[src/rtl/pme_agg_pkg.sv]
package pme_agg_pkg;
    typedef enum logic [1:0] {
        PG_IDLE = 2'd0,
        PG_LOW  = 2'd1,
        PG_GAP  = 2'd2
    } pg_state_e;

    localparam logic ADDR_STATUS = 1'b0;
    localparam logic ADDR_ENABLE = 1'b1;
endpackage

[src/rtl/pme_edge_sync.sv]
module pme_edge_sync #(
    parameter int N = 4
) (
    input  logic         clk_i,
    input  logic         rst_ni,
    input  logic [N-1:0] pin_n_i,
    output logic [N-1:0] fall_o
);
    typedef struct packed {
        logic [N-1:0] meta;
        logic [N-1:0] sync;
        logic [N-1:0] prev;
    } es_t;

    es_t es_d, es_q;

    always_comb begin
        es_d      = es_q;
        es_d.meta = pin_n_i;
        es_d.sync = es_q.meta;
        es_d.prev = es_q.sync;
    end

    always_ff @(posedge clk_i or negedge rst_ni) begin
        if (!rst_ni) es_q <= '{meta: '1, sync: '1, prev: '1};
        else         es_q <= es_d;
    end

    for (genvar g = 0; g < N; g++) begin : g_grp
        assign fall_o[g] = es_q.prev[g] & ~es_q.sync[g];
    end
endmodule

[src/rtl/pme_grp_regs.sv]
module pme_grp_regs #(
    parameter int N = 4
) (
    input  logic         clk_i,
    input  logic         rst_ni,
    input  logic [N-1:0] fall_i,
    input  logic         wr_i,
    input  logic         addr_i,
    input  logic [N-1:0] wdata_i,
    output logic [N-1:0] status_o,
    output logic [N-1:0] enable_o
);
    import pme_agg_pkg::*;

    typedef struct packed {
        logic [N-1:0] status;
        logic [N-1:0] enable;
    } gr_t;

    gr_t gr_d, gr_q;

    always_comb begin
        logic [N-1:0] clr;
        gr_d = gr_q;
        clr  = (wr_i && addr_i == ADDR_STATUS) ? wdata_i : '0;
        // a fresh edge outranks a simultaneous write-one-to-clear
        gr_d.status = (gr_q.status & ~clr) | fall_i;
        if (wr_i && addr_i == ADDR_ENABLE) gr_d.enable = wdata_i;
    end

    always_ff @(posedge clk_i or negedge rst_ni) begin
        if (!rst_ni) gr_q <= '0;
        else         gr_q <= gr_d;
    end

    assign status_o = gr_q.status;
    assign enable_o = gr_q.enable;
endmodule

[src/rtl/pme_pulse_gen.sv]
module pme_pulse_gen #(
    parameter int PULSE_CYC = 2500
) (
    input  logic clk_i,
    input  logic rst_ni,
    input  logic req_i,
    output logic wake_n_o
);
    import pme_agg_pkg::*;

    localparam int CNT_W = $clog2(PULSE_CYC + 1);
    localparam logic [CNT_W-1:0] LAST = CNT_W'(PULSE_CYC - 1);

    typedef struct packed {
        pg_state_e      state;
        logic [CNT_W-1:0] cnt;
        logic           pend;
        logic           wake_n;
    } pg_t;

    pg_t pg_d, pg_q;

    always_comb begin
        pg_d = pg_q;
        unique case (pg_q.state)
            PG_IDLE: begin
                if (req_i) begin
                    pg_d.state  = PG_LOW;
                    pg_d.cnt    = '0;
                    pg_d.wake_n = 1'b0;
                end
            end
            PG_LOW: begin
                if (req_i) pg_d.pend = 1'b1;
                if (pg_q.cnt == LAST) begin
                    pg_d.state  = PG_GAP;
                    pg_d.cnt    = '0;
                    pg_d.wake_n = 1'b1;
                end else begin
                    pg_d.cnt = pg_q.cnt + CNT_W'(1);
                end
            end
            PG_GAP: begin
                if (pg_q.cnt == LAST) begin
                    pg_d.cnt  = '0;
                    pg_d.pend = 1'b0;
                    if (pg_q.pend || req_i) begin
                        pg_d.state  = PG_LOW;
                        pg_d.wake_n = 1'b0;
                    end else begin
                        pg_d.state = PG_IDLE;
                    end
                end else begin
                    pg_d.cnt = pg_q.cnt + CNT_W'(1);
                    if (req_i) pg_d.pend = 1'b1;
                end
            end
            default: pg_d = '{state: PG_IDLE, cnt: '0, pend: 1'b0, wake_n: 1'b1};
        endcase
    end

    always_ff @(posedge clk_i or negedge rst_ni) begin
        if (!rst_ni) pg_q <= '{state: PG_IDLE, cnt: '0, pend: 1'b0, wake_n: 1'b1};
        else         pg_q <= pg_d;
    end

    assign wake_n_o = pg_q.wake_n;
endmodule

[src/rtl/pme_wake_agg.sv]
module pme_wake_agg #(
    parameter int N_GRP    = 4,
    parameter int CLK_MHZ  = 50,
    parameter int PULSE_US = 50
) (
    input  logic             clk_i,
    input  logic             rst_ni,
    input  logic [N_GRP-1:0] grp_pme_n_i,
    output logic             wake_n_o,
    input  logic             reg_wr_i,
    input  logic             reg_addr_i,
    input  logic [N_GRP-1:0] reg_wdata_i,
    output logic [N_GRP-1:0] reg_rdata_o
);
    import pme_agg_pkg::*;

    localparam int PULSE_CYC = CLK_MHZ * PULSE_US;

    logic [N_GRP-1:0] grp_fall;
    logic [N_GRP-1:0] grp_status;
    logic [N_GRP-1:0] grp_enable;

    pme_edge_sync #(.N(N_GRP)) i_sync (
        .clk_i   (clk_i),
        .rst_ni  (rst_ni),
        .pin_n_i (grp_pme_n_i),
        .fall_o  (grp_fall)
    );

    pme_grp_regs #(.N(N_GRP)) i_regs (
        .clk_i    (clk_i),
        .rst_ni   (rst_ni),
        .fall_i   (grp_fall),
        .wr_i     (reg_wr_i),
        .addr_i   (reg_addr_i),
        .wdata_i  (reg_wdata_i),
        .status_o (grp_status),
        .enable_o (grp_enable)
    );

    pme_pulse_gen #(.PULSE_CYC(PULSE_CYC)) i_pulse (
        .clk_i    (clk_i),
        .rst_ni   (rst_ni),
        .req_i    (|(grp_fall & grp_enable)),
        .wake_n_o (wake_n_o)
    );

    assign reg_rdata_o = (reg_addr_i == ADDR_ENABLE) ? grp_enable : grp_status;
endmodule

[config.mk]
export PLATFORM = sky130hd
export DESIGN_NAME = pme_wake_agg
export DESIGN_NICKNAME = d
export VERILOG_FILES = /design/src/rtl/pme_agg_pkg.sv /design/src/rtl/pme_edge_sync.sv /design/src/rtl/pme_grp_regs.sv /design/src/rtl/pme_pulse_gen.sv /design/src/rtl/pme_wake_agg.sv
export SDC_FILE = /design/constraint.sdc
export NUM_CORES = 1
export LEC_CHECK = 0
export BUFFER_PORTS_ARGS = -buffer_cell sky130_fd_sc_hd__buf_2
export CORE_MARGIN = 4
export CORE_UTILIZATION = 50
export CTS_CLUSTER_SIZE = 10
export DETAILED_ROUTE_END_ITERATION = 10
export GPL_TIMING_DRIVEN = 1
export PLACE_DENSITY = 0.69
export SYNTH_ARGS = -nofsm -noshare
export SYNTH_HDL_FRONTEND = slang
export SYNTH_SLANG_ARGS = --single-unit
[constraint.sdc]
create_clock -name clk_i -period 4.86 [get_ports clk_i]
set_input_delay 0.486 -clock clk_i [delete_from_list [all_inputs] [get_ports clk_i]]
set_output_delay 0.486 -clock clk_i [all_outputs]
set_load 0.02 [all_outputs]
# Word level (Yosys, flattened, before mapping)
# Index checks and enable logic that the tools add are counted.
# op_classes
add_sub_neg	1
eq_ne	7
muxes	16
bitwise	13
reduce_logical	7
# ops
cell	n
14-bit one-hot mux with 3 select lines	1
14-bit two-way mux	1
13-bit two-way mux	1
12-bit by 1-bit adder with 12-bit output, second input constant	1
12-bit == test, second input constant	1
12-bit two-way mux	1
4-bit AND	2
4-bit two-way mux	2
2-bit by 1-bit inequality test with 1-bit output, second input constant	4
1-bit two-way mux	6
1-bit one-hot mux with 3 select lines	2
1-bit NOT	5
1-bit AND	4
2-bit two-way mux	2
4-bit NOT	1
4-bit bitwise OR	1
4-bit AND reduction	1
4-bit OR reduction	1
3-bit AND reduction	1
2-bit by 1-bit == test with 1-bit output, second input constant	1
2-bit == test, second input constant	1
1-bit logical AND	2
2-bit zero test	1
1-bit logical OR	1
# totals
register_bits	36
input_bits	12
out_inout_bits	5
wordCells	53

# Longest topological paths before layout
# Gate-level depths: netlist of the first run.
# logic_depth
ltp_word	8
mapped_depth	7
ltp_nobuf	6

# Modules after synthesis
# Synthesis of the first run repeated with hierarchy kept, for this count alone.
# hier_totals
hier_cells	145
hier_area_um2	1749.2
# modules_own_cells
mod	n_inst	cells_each	area_each_um2	seq_area_each_um2
pme_pulse_gen	1	101	988.4	401.6
pme_edge_sync	1	16	370.4	315.3
pme_grp_regs	1	21	326.6	200.2
pme_wake_agg	1	7	63.8	0.0

# Worst setup path after synthesis of the first run
# OpenSTA, ideal clock, no wires.
# synth_path
path_type	register -> register
from	register i_pulse.pg_q[2] in the netlist's numbering
to	register i_pulse.pg_q[6] in the netlist's numbering
setup_ps	126
arrival_ps	1492
t_required_ps	4734
path_slack_ps	3242
path_stages_with_launch	7
path_buffers	1
synth_period_minus_slack_ps	1618
cell_sequence	dfrtp_1 > ha_1 > nor4b_4 > a31oi_1 > buf_6 > and3_1 > a221o_1
# synth_between
elab_chain_cells	3
word_cells_on_any_way	5
cone_classes	add/sub: 1; eq/ne: 1; mux: 3
# synth_lines
item	line	source
start, declared	pme_pulse_gen.sv:21	pg_t pg_d, pg_q;
start signal, assigned	pme_pulse_gen.sv:63	if (!rst_ni) pg_q <= '{state: PG_IDLE, cnt: '0, pend: 1'b0, wake_n: 1'b1};
start signal, assigned	pme_pulse_gen.sv:64	else pg_q <= pg_d;
12-bit by 1-bit adder with 12-bit output / 12-bit == test (equally long branches)	n/a	
13-bit two-way mux / 12-bit two-way mux (equally long branches)	pme_pulse_gen.sv:44, pme_pulse_gen.sv:35	
14-bit one-hot mux with 3 select lines *	pme_pulse_gen.sv:25	unique case (pg_q.state)
# Mark *: on every way between the ends. The rest lies on a longest branch, timed or not.
# A chain may end at the register's enable or synchronous reset.

# Worst setup path after layout of the first run
# layout_path
from	register i_pulse.pg_q[2] in the netlist's numbering
to	register i_pulse.pg_q[13] in the netlist's numbering
# The elaborated chain is that of the path after synthesis.

==> flow_metrics.env, run 1 <==
export IMPL_crit_type="flip-flop to flip-flop"
export IMPL_drtAntennaViolNets=0
export IMPL_dr_pass1_iters=4
export IMPL_leakagePower_nw=0.840
export IMPL_synth_area_sq_um=1700
export IMPL_hold_viol=0
export IMPL_setup_tns_ns=0
export IMPL_critPathArrivalTime_ns=2.72
export IMPL_drt_iter0_drc=53
export IMPL_fp_dieH_microns=66.3
export IMPL_synth_seq_cells=36
export IMPL_post_drt_wl_per_cell_microns=15.4
export IMPL_yosysTopAreaCellShare=0.338
export IMPL_io_buffers=16
export IMPL_netlist_instances=149
export IMPL_yosysWarnings=0
export IMPL_slowest_stage="a31oi_1"
export IMPL_dpl_cell_area_sq_um=1800
export IMPL_rsz0062_at_grt="no"
export IMPL_status="finished, final reports clean"
export IMPL_synth_nets=166
export IMPL_post_route_min_period_ns=2.50
export IMPL_viasPerCell=5.78
export IMPL_tritoncts_num_buffers=5
export IMPL_grtUsageTotal=0.180
export IMPL_required_ns=5.08
export IMPL_ioPinCount=17
export IMPL_p_per_area_nw_per_um2=432
export IMPL_drc=0
export IMPL_ys_seq_area_frac=0.539
export IMPL_dpl_worst_slack_ns=2.46
export IMPL_final_critical_path_setup_slack_ns=2.36
export IMPL_crit_path_max_fanout=12
export IMPL_routed_wl_microns=3250
export IMPL_crit_family="compound AO/OA/AOI/OAI gates"
export IMPL_synth_most_common_cell="dfrtp_1"
export IMPL_cts_resized=0
export IMPL_worst_pin_slew_ns=0.937
export IMPL_crit_chain="ha_1 > nor4b_4 > a31oi_1 > o21ai_0 > o311ai_0"
export IMPL_drive_above_1_share=0.275
export IMPL_peakVddDrop_v=0.000180
export IMPL_synth_edf_count=0
export IMPL_slew_viol_final=0
export IMPL_synth_cell_types=36
export IMPL_clock_tree_root_cell="clkbuf_4"
export IMPL_routabilityCongestion=0.802
export IMPL_maxCapViolCount=0
export IMPL_cts_htree_levels=2
export IMPL_finalNonFillerCells=211
export IMPL_synthFlopType="dfrtp_1"
export IMPL_initial_core_util=0.540
export IMPL_synth_area_per_cell_sq_um=11.4
export IMPL_antenna_found_initial=0
export IMPL_critPathMaxStageDelay_ns=0.69
export IMPL_crit_path_end_kind="flip-flop"
export IMPL_dp_cells=203
export IMPL_holdBufCountCts=0
export IMPL_grt_max_degree=37
export IMPL_clock_path_buffers=2
export IMPL_detailed_place_hpwl_microns=2320
export IMPL_synth_common_cells="23 x dfrtp_1, 13 x dfstp_2, 12 x nand2_1, 11 x a22o_1, 9 x nor2_1"
export IMPL_setup_violations=0
export IMPL_netlist_top_cells_area="dfrtp_1 34%, dfstp_2 20%, a22o_1 5.7%, mux2_2 5.3%, ha_1 3.7%"
export IMPL_die_area_sq_um=4400
export IMPL_hold_path_class="input port to asynchronous set/reset pin"
export IMPL_total_power_uw=801
export IMPL_overflow=0
export IMPL_grt_pass1_vias=1280
export IMPL_core_area_sq_um=3150
export IMPL_postLayoutCellArea_sq_um=1860
export IMPL_hold_ws_ns=0.208
export IMPL_startpoint_type="flip-flop"
export IMPL_clkTransAtPathRegs_ns=0.10
export IMPL_nets=183
export IMPL_cts_setup_buffers=0
export IMPL_clk_latency_ns=0.33
export IMPL_cp_depth=5
export IMPL_r2r_worst_path_cells=5
export IMPL_cts_tree="built"
export IMPL_fin_util=0.589
export IMPL_synth_async_sr_flop_share=1.00
export IMPL_timing_fmax_ghz=0.400
export IMPL_synth_area_leader_cell="dfrtp_1"
export IMPL_core_rowCount=20
export IMPL_cts_sinks=36
export IMPL_syn_to_final_growth_pct=9.12
export IMPL_antenna_cells=0
export IMPL_crit_buf_inv=0
export IMPL_fin_crit_sh=0.515
export IMPL_worst_clock_skew_ns=0.00897
export IMPL_fill_cells=267
export IMPL_vias=1219
export IMPL_grt_first_pass_wirelength_microns=5980
export IMPL_slew_headroom=0.373
export IMPL_die_w_microns=66.3
cells by family after synthesis:
logic type,share of synthesized area
flops,0.539
compound gates,0.155
simple gates,0.169
buf+inv,0.0404
fa+ha+maj,0.0368
mux,0.0596
report_power, final:
part	leakage [nW]	switching (mW)	internal (mW)	total [mW]
Clock	0.0326	0.0922	0.0714	0.164
Sequential	0.430	0.0271	0.343	0.370
Combinational	0.378	0.163	0.104	0.268
Total	0.840	0.283	0.519	0.801
layout by cell type, fill, tap and decap left out, types with 3 or more instances in the layout:
cell type,count
nand2_1,12
buf_2,16
a22o_1,11
nand3b_1,4
dfstp_2,13
nand4_1,5
a21oi_1,3
inv_1,8
clkbuf_4,5
ha_1,5
mux2_2,8
nor2_1,9
nand3_1,8
o21ai_0,7
dfrtp_1,23
cell type report:
type	instances	area [sq um]	area share
clock buffers	8	58.8	0.0317
flip-flops and latches	36	917	0.494
repair buffers	16	80.1	0.0431
inverters	8	30.0	0.0162
well taps	44	55.1	0.0296
multi-input cells	99	716	0.385
sequential cells by signal, summed over array words and instances, names as in the netlist:
register / count
i_pulse.wake_n_o: 1
i_pulse.pg_q: 15
i_regs.enable_o: 4
i_sync.es_q: 4
i_regs.status_o: 4
i_sync.es_d: 8
layer usage:
layer	routed length (microns)	up-vias	global-route usage
li1	-	584	-
met1	1540	609	0.239
met2	1540	21	0.283
met3	121	5	0.0408
met4	49	0	0.0761
met5	0	-	0
final timing paths:
kind                            startpoint                  to  slack (ns)
min in group clk_i          grp_pme_n_i[3]      i_sync.es_d[7]        0.24
min reg2reg                 i_sync.es_d[4]      i_sync.es_d[0]        0.35
max reg2reg                i_pulse.pg_q[2]    i_pulse.pg_q[13]        2.36
max                        i_pulse.pg_q[2]    i_pulse.pg_q[13]        2.36
min                                 rst_ni  i_regs.enable_o[3]        0.21
max in group asynchronous           rst_ni    i_pulse.pg_q[15]        4.15
(Power assumes the default switching activity.)
==> inputs of run 2 (changes only) <==
--- a/config.mk
+++ b/config.mk
@@ -11,7 +11,7 @@
 export CTS_CLUSTER_SIZE = 10
 export DETAILED_ROUTE_END_ITERATION = 10
 export GPL_TIMING_DRIVEN = 1
-export PLACE_DENSITY = 0.69
+export PLACE_DENSITY = 0.72
 export SYNTH_ARGS = -nofsm -noshare
 export SYNTH_HDL_FRONTEND = slang
 export SYNTH_SLANG_ARGS = --single-unit
==> constraint.sdc (replaced) <==
create_clock -name clk_i -period 2 [get_ports clk_i]
set_input_delay 0.2 -clock clk_i [delete_from_list [all_inputs] [get_ports clk_i]]
set_output_delay 0.2 -clock clk_i [all_outputs]
set_load 0.02 [all_outputs]
==> flow_metrics.env, run 2 (synthesis results as in run 1) <==
export IMPL_clock_path_buffers=2
export IMPL_clock_tree_root_cell="clkbuf_4"
export IMPL_status="finished, final reports clean"
export IMPL_antenna_found_initial=0
export IMPL_cts_htree_levels=2
export IMPL_grt_first_pass_wirelength_microns=5800
export IMPL_critPathArrivalTime_ns=2.06
export IMPL_core_rowCount=20
export IMPL_grt_pass1_vias=1254
export IMPL_largest_reg_flops=15
export IMPL_min_path_cells=2
export IMPL_antenna_cells=0
export IMPL_maxCapViolCount=0
export IMPL_crit_path_end_kind="flip-flop"
export IMPL_rsz0062_at_grt="no"
export IMPL_worst_pin_slew_ns=0.769
export IMPL_ioPinCount=17
export IMPL_routed_wl_microns=3160
export IMPL_p_per_area_nw_per_um2=1090
export IMPL_whs_endpoint="i_regs.enable_o[3]"
export IMPL_drt_iter0_drc=66
export IMPL_routabilityCongestion=0.823
export IMPL_syn_to_final_growth_pct=15.7
export IMPL_post_drt_wl_per_cell_microns=14.2
export IMPL_clkTransAtPathRegs_ns=0.11
export IMPL_total_power_mw=2.14
export IMPL_critPathMaxStageDelay_ns=0.42
export IMPL_dr_pass1_iters=6
export IMPL_timing_rr_end="i_pulse.pg_q[10]"
export IMPL_final_cell_mix="23 x dfrtp_1, 16 x buf_2, 13 x dfstp_2"
export IMPL_leakagePower_nw=0.900
export IMPL_vias=1254
export IMPL_overflow=0
export IMPL_initial_core_util=0.540
export IMPL_io_buffers=16
export IMPL_timing_fmax_ghz=0.548
export IMPL_clk_latency_ns=0.34
export IMPL_core_area_sq_um=3150
export IMPL_required_ns=2.23
export IMPL_fill_cells=269
export IMPL_hold_viol=0
export IMPL_cts_sinks=36
export IMPL_drive_above_1_share=0.298
export IMPL_final_common_cell="dfrtp_1"
export IMPL_hp_start="reg_wdata_i[3]"
export IMPL_slowest_stage="dfrtp_1"
export IMPL_nets=194
export IMPL_fp_dieH_microns=66.3
export IMPL_tritoncts_num_buffers=5
export IMPL_detailed_place_hpwl_microns=2310
export IMPL_grtUsageTotal=0.175
export IMPL_slew_headroom=0.487
export IMPL_hold_path_class="input port to flip-flop"
export IMPL_cts_resized=0
export IMPL_largest_register="i_pulse.pg_q"
export IMPL_setup_violations=0
export IMPL_fin_crit_sh=0.913
export IMPL_drc=0
export IMPL_rrSetupSlack_ns=0.17
export IMPL_peakVddDrop_v=0.000583
export IMPL_drtAntennaViolNets=0
export IMPL_die_area_sq_um=4400
export IMPL_crit_path_max_fanout=4
export IMPL_viasPerCell=5.65
export IMPL_setup_tns_ns=0
export IMPL_regToRegStartpoint="i_pulse.pg_q[14]"
export IMPL_slew_viol_final=0
export IMPL_r2r_worst_path_cells=7
export IMPL_post_route_min_period_ns=1.83
export IMPL_crit_chain="inv_1 > ha_1 > o21bai_1 > a31oi_1 > o21ai_0 > buf_4 > o311ai_1"
export IMPL_worst_clock_skew_ns=0.00919
export IMPL_startpoint_type="flip-flop"
export IMPL_grt_max_degree=37
export IMPL_crit_type="flip-flop to flip-flop"
export IMPL_die_w_microns=66.3
export IMPL_fin_util=0.625
export IMPL_cts_tree="built"
==> run 2: cell count changes in the layout (fill, tap and decap cells not counted) <==
cell	previous run	this run
buf_4	0	6
bufinv_16	0	1
clkbuf_1	2	1
clkbuf_8	1	0
clkinv_2	0	1
dlygate4sd3_1	0	5
==> run 2: final cells by class <==
cell class / count / area [sq um] / area share
clock buffers: 6 / 41.3 / 0.0210
multi-input cells: 99 / 716 / 0.363
clock inverters: 2 / 35.0 / 0.0178
repair buffers: 27 / 175 / 0.0889
inverters: 8 / 30.0 / 0.0152
flip-flops and latches: 36 / 917 / 0.466
well taps: 44 / 55.1 / 0.0280
==> run 2: critical path: cells and delay by family, from the launching register on <==
family	cells	cell delay (ns)
flip-flops	1	0.42
AO/OA/AOI/OAI	4	0.80
adder cells (fa/ha/maj)	1	0.22
buffers and inverters	2	0.28
==> run 2: stage by stage <==
step | cells | hold WS (ns) | cell area, sq um | setup slack [ns]
floorplan | 149 | -0.0956 | 1700 | 0.382
global placement | 209 | 0.306 | 1840 | 0.302
detailed placement | 209 | 0.307 | 1840 | 0.252
CTS | 222 | 0.0921 | 1970 | 0.188
global route | 222 | 0.0857 | 1970 | 0.0175
finish | 222 | 0.0983 | 1970 | 0.174
==> run 2: worst max-delay path by stage <==
stage                           from          endpoint  slack (ns)  cells past startpoint
finish              i_pulse.pg_q[14]  i_pulse.pg_q[10]        0.17                      7
global route        i_pulse.pg_q[14]  i_pulse.pg_q[10]        0.02                      7
CTS                 i_pulse.pg_q[14]  i_pulse.pg_q[10]        0.19                      7
detailed placement  i_pulse.pg_q[14]  i_pulse.pg_q[10]        0.25                      7
global placement     i_pulse.pg_q[4]   i_pulse.pg_q[6]        0.30                      5
floorplan            i_pulse.pg_q[2]   i_pulse.pg_q[6]        0.38                      6
==> run 2: timing repair <==
item | in CTS | in global routing
endpoints found under the hold margin | 27 | 0
hold buffers | 5 | 0
buffers inserted | 0 | 0
==> run 2: power breakdown <==
part | switching, mW | leakage, nW | internal [mW] | total (mW)
combinational | 0.422 | 0.428 | 0.321 | 0.742
clock | 0.237 | 0.0422 | 0.262 | 0.499
sequential | 0.0657 | 0.430 | 0.834 | 0.899
==> run 2: per-layer routing <==
metal,global-route usage,part of all wire
met1,0.253,0.47
met2,0.248,0.47
met3,0.0408,0.042
met4,0.0787,0.017
met5,0,0
==> inputs of run 3 (changes only) <==
--- a/config.mk
+++ b/config.mk
@@ -6,12 +6,14 @@
 export NUM_CORES = 1
 export LEC_CHECK = 0
 export BUFFER_PORTS_ARGS = -buffer_cell sky130_fd_sc_hd__buf_2
+export CELL_PAD_IN_SITES_DETAIL_PLACEMENT = 1
+export CELL_PAD_IN_SITES_GLOBAL_PLACEMENT = 1
 export CORE_MARGIN = 4
-export CORE_UTILIZATION = 50
+export CORE_UTILIZATION = 49
 export CTS_CLUSTER_SIZE = 10
 export DETAILED_ROUTE_END_ITERATION = 10
 export GPL_TIMING_DRIVEN = 1
-export PLACE_DENSITY = 0.72
+export PLACE_DENSITY_LB_ADDON = 0.1
 export SYNTH_ARGS = -nofsm -noshare
 export SYNTH_HDL_FRONTEND = slang
 export SYNTH_SLANG_ARGS = --single-unit
==> constraint.sdc (replaced) <==
create_clock -name clk_i -period 2.2 [get_ports clk_i]
set_input_delay 0.22 -clock clk_i [delete_from_list [all_inputs] [get_ports clk_i]]
set_output_delay 0.22 -clock clk_i [all_outputs]
set_load 0.02 [all_outputs]
==> flow_metrics.env, run 3 (synthesis results as in run 1) <==
export IMPL_largest_register="i_pulse.pg_q"
export IMPL_drtAntennaViolNets=0
export IMPL_clock_path_buffers=2
export IMPL_p_per_area_nw_per_um2=1000
export IMPL_maxCapViolCount=0
export IMPL_routed_wl_microns=3910
export IMPL_worst_clock_skew_ns=0.00988
export IMPL_vias=1283
export IMPL_io_buffers=16
export IMPL_grt_pass1_vias=1370
export IMPL_drive_above_1_share=0.299
export IMPL_grtUsageTotal=0.207
export IMPL_rsz0062_at_grt="no"
export IMPL_hold_path_class="input port to flip-flop"
export IMPL_seqPwrFrac=0.413
export IMPL_fill_cells=381
export IMPL_dpl_worst_slack_ns=0.316
export IMPL_seqCellArea_sq_um=917
export IMPL_worst_pin_slew_ns=0.783
export IMPL_die_w_microns=66.9
export IMPL_cts_htree_levels=2
export IMPL_grt_first_pass_wirelength_microns=6870
export IMPL_cts_sinks=36
export IMPL_timing_rr_end="i_pulse.pg_q[6]"
export IMPL_clock_tree_root_cell="clkbuf_4"
export IMPL_postLayoutCellArea_sq_um=1970
export IMPL_cts_tree="built"
export IMPL_power_frac_comb=0.350
export IMPL_critPathArrivalTime_ns=2.20
export IMPL_die_area_sq_um=4480
export IMPL_multiInputGateArea_sq_um=716
export IMPL_largest_reg_flops=15
export IMPL_core_area_sq_um=3340
export IMPL_internal_power_mw=1.29
export IMPL_setup_tns_ns=0
export IMPL_drc=0
export IMPL_core_rowCount=21
export IMPL_routabilityCongestion=0.812
export IMPL_hold_viol=0
export IMPL_clkTransAtPathRegs_ns=0.12
export IMPL_clk_latency_ns=0.34
export IMPL_initial_core_util=0.510
export IMPL_viasPerCell=5.75
export IMPL_crit_type="flip-flop to flip-flop"
export IMPL_crit_path_max_fanout=8
export IMPL_antenna_found_initial=0
export IMPL_post_route_min_period_ns=1.92
export IMPL_detailed_place_hpwl_microns=2740
export IMPL_dr_pass1_iters=4
export IMPL_crit_start="i_pulse.pg_q[2]"
export IMPL_post_drt_wl_per_cell_microns=17.5
export IMPL_setup_violations=0
export IMPL_peakVddDrop_v=0.000494
export IMPL_switching_share=0.349
export IMPL_regToRegStartpoint="i_pulse.pg_q[2]"
export IMPL_overflow=0
export IMPL_required_ns=2.48
export IMPL_slew_viol_final=0
export IMPL_critPathCapture="i_pulse.pg_q[6]"
export IMPL_ioPinCount=17
export IMPL_tritoncts_num_buffers=5
export IMPL_final_critical_path_setup_slack_ns=0.277
export IMPL_leakagePower_nw=0.894
export IMPL_drt_iter0_drc=75
export IMPL_syn_to_final_growth_pct=15.7
export IMPL_p_switching_uw=690
export IMPL_startpoint_type="flip-flop"
export IMPL_timing_fmax_ghz=0.520
export IMPL_fin_crit_sh=0.874
export IMPL_dpl_cell_area_sq_um=1840
export IMPL_fp_dieH_microns=66.9
export IMPL_pwr_share_clk=0.237
export IMPL_crit_path_end_kind="flip-flop"
export IMPL_slew_headroom=0.478
export IMPL_fin_util=0.590
export IMPL_final_cell_mix="23 x dfrtp_1, 16 x buf_2, 13 x dfstp_2"
export IMPL_grt_max_degree=37
export IMPL_nets=193
export IMPL_r2r_worst_path_cells=6
export IMPL_rrSetupSlack_ns=0.28
export IMPL_cts_setup_buffers=0
export IMPL_status="finished, final reports clean"
export IMPL_antenna_cells=0
export IMPL_final_common_cell="dfrtp_1"
==> run 3: per-layer routing <==
layer / share of wire / wire length, microns / vias up / global-route usage
li1: - / - / 598 / -
met1: 0.45 / 1760 / 645 / 0.271
met2: 0.50 / 1950 / 34 / 0.342
met3: 0.036 / 142 / 6 / 0.0371
met4: 0.013 / 51 / 0 / 0.0709
met5: 0 / 0 / - / 0
==> run 3: worst min path at each step <==
stage                               from            endpoint  slack, ns  cells after the start
after floorplan                   rst_ni    i_pulse.pg_q[10]      -0.08                      0
after global placement            rst_ni  i_regs.enable_o[2]       0.33                      1
after detailed placement  grp_pme_n_i[1]      i_sync.es_d[5]       0.33                      1
after CTS                 reg_wdata_i[1]  i_regs.enable_o[1]       0.13                      2
after global routing      reg_wdata_i[2]  i_regs.enable_o[2]       0.12                      2
final                     reg_wdata_i[2]  i_regs.enable_o[2]       0.13                      2
==> run 3: what timing repair did <==
item | 4_1_cts | 5_1_grt
resized for setup | 0 | 0
hold buffers | 5 | 0
hold endpoints to repair | 27 | 0
==> run 3: metrics by stage <==
stage	hold slack (ns)	std cells	power [mW]
after floorplan	-0.0756	149	1.29
after global placement	0.326	210	1.47
after detailed placement	0.330	210	1.51
after CTS	0.126	223	1.99
after global routing	0.119	223	2.12
final	0.135	223	1.98
==> run 3: power groups by stage <==
| stage | Combinational [mW] | Sequential (mW) | Clock, mW |
|---|---|---|---|
| after global placement | 0.652 | 0.822 | 0 |
| after detailed placement | 0.680 | 0.830 | 0 |
| after floorplan | 0.470 | 0.822 | 0 |
| after CTS | 0.694 | 0.817 | 0.482 |
| after global routing | 0.772 | 0.834 | 0.511 |
| final | 0.692 | 0.817 | 0.468 |
==> run 3: layout make-up <==
| class | instances | share of cell area |
|---|---|---|
| Clock inverter | 3 | 0.0216 |
| Inverter | 8 | 0.0153 |
| Tap cell | 46 | 0.0292 |
| Timing Repair Buffer | 26 | 0.0852 |
| Clock buffer | 5 | 0.0191 |
| Multi-Input combinational cell | 99 | 0.364 |
| Sequential cell | 36 | 0.466 |
==> run 3: critical path, cell delays in order, from the launching register on <==
cell and delay (ns):
dfrtp_1 0.43, ha_1 0.29, nor4b_4 0.16, a31oi_1 0.20
buf_4 0.20, a21boi_2 0.37, a221o_1 0.21
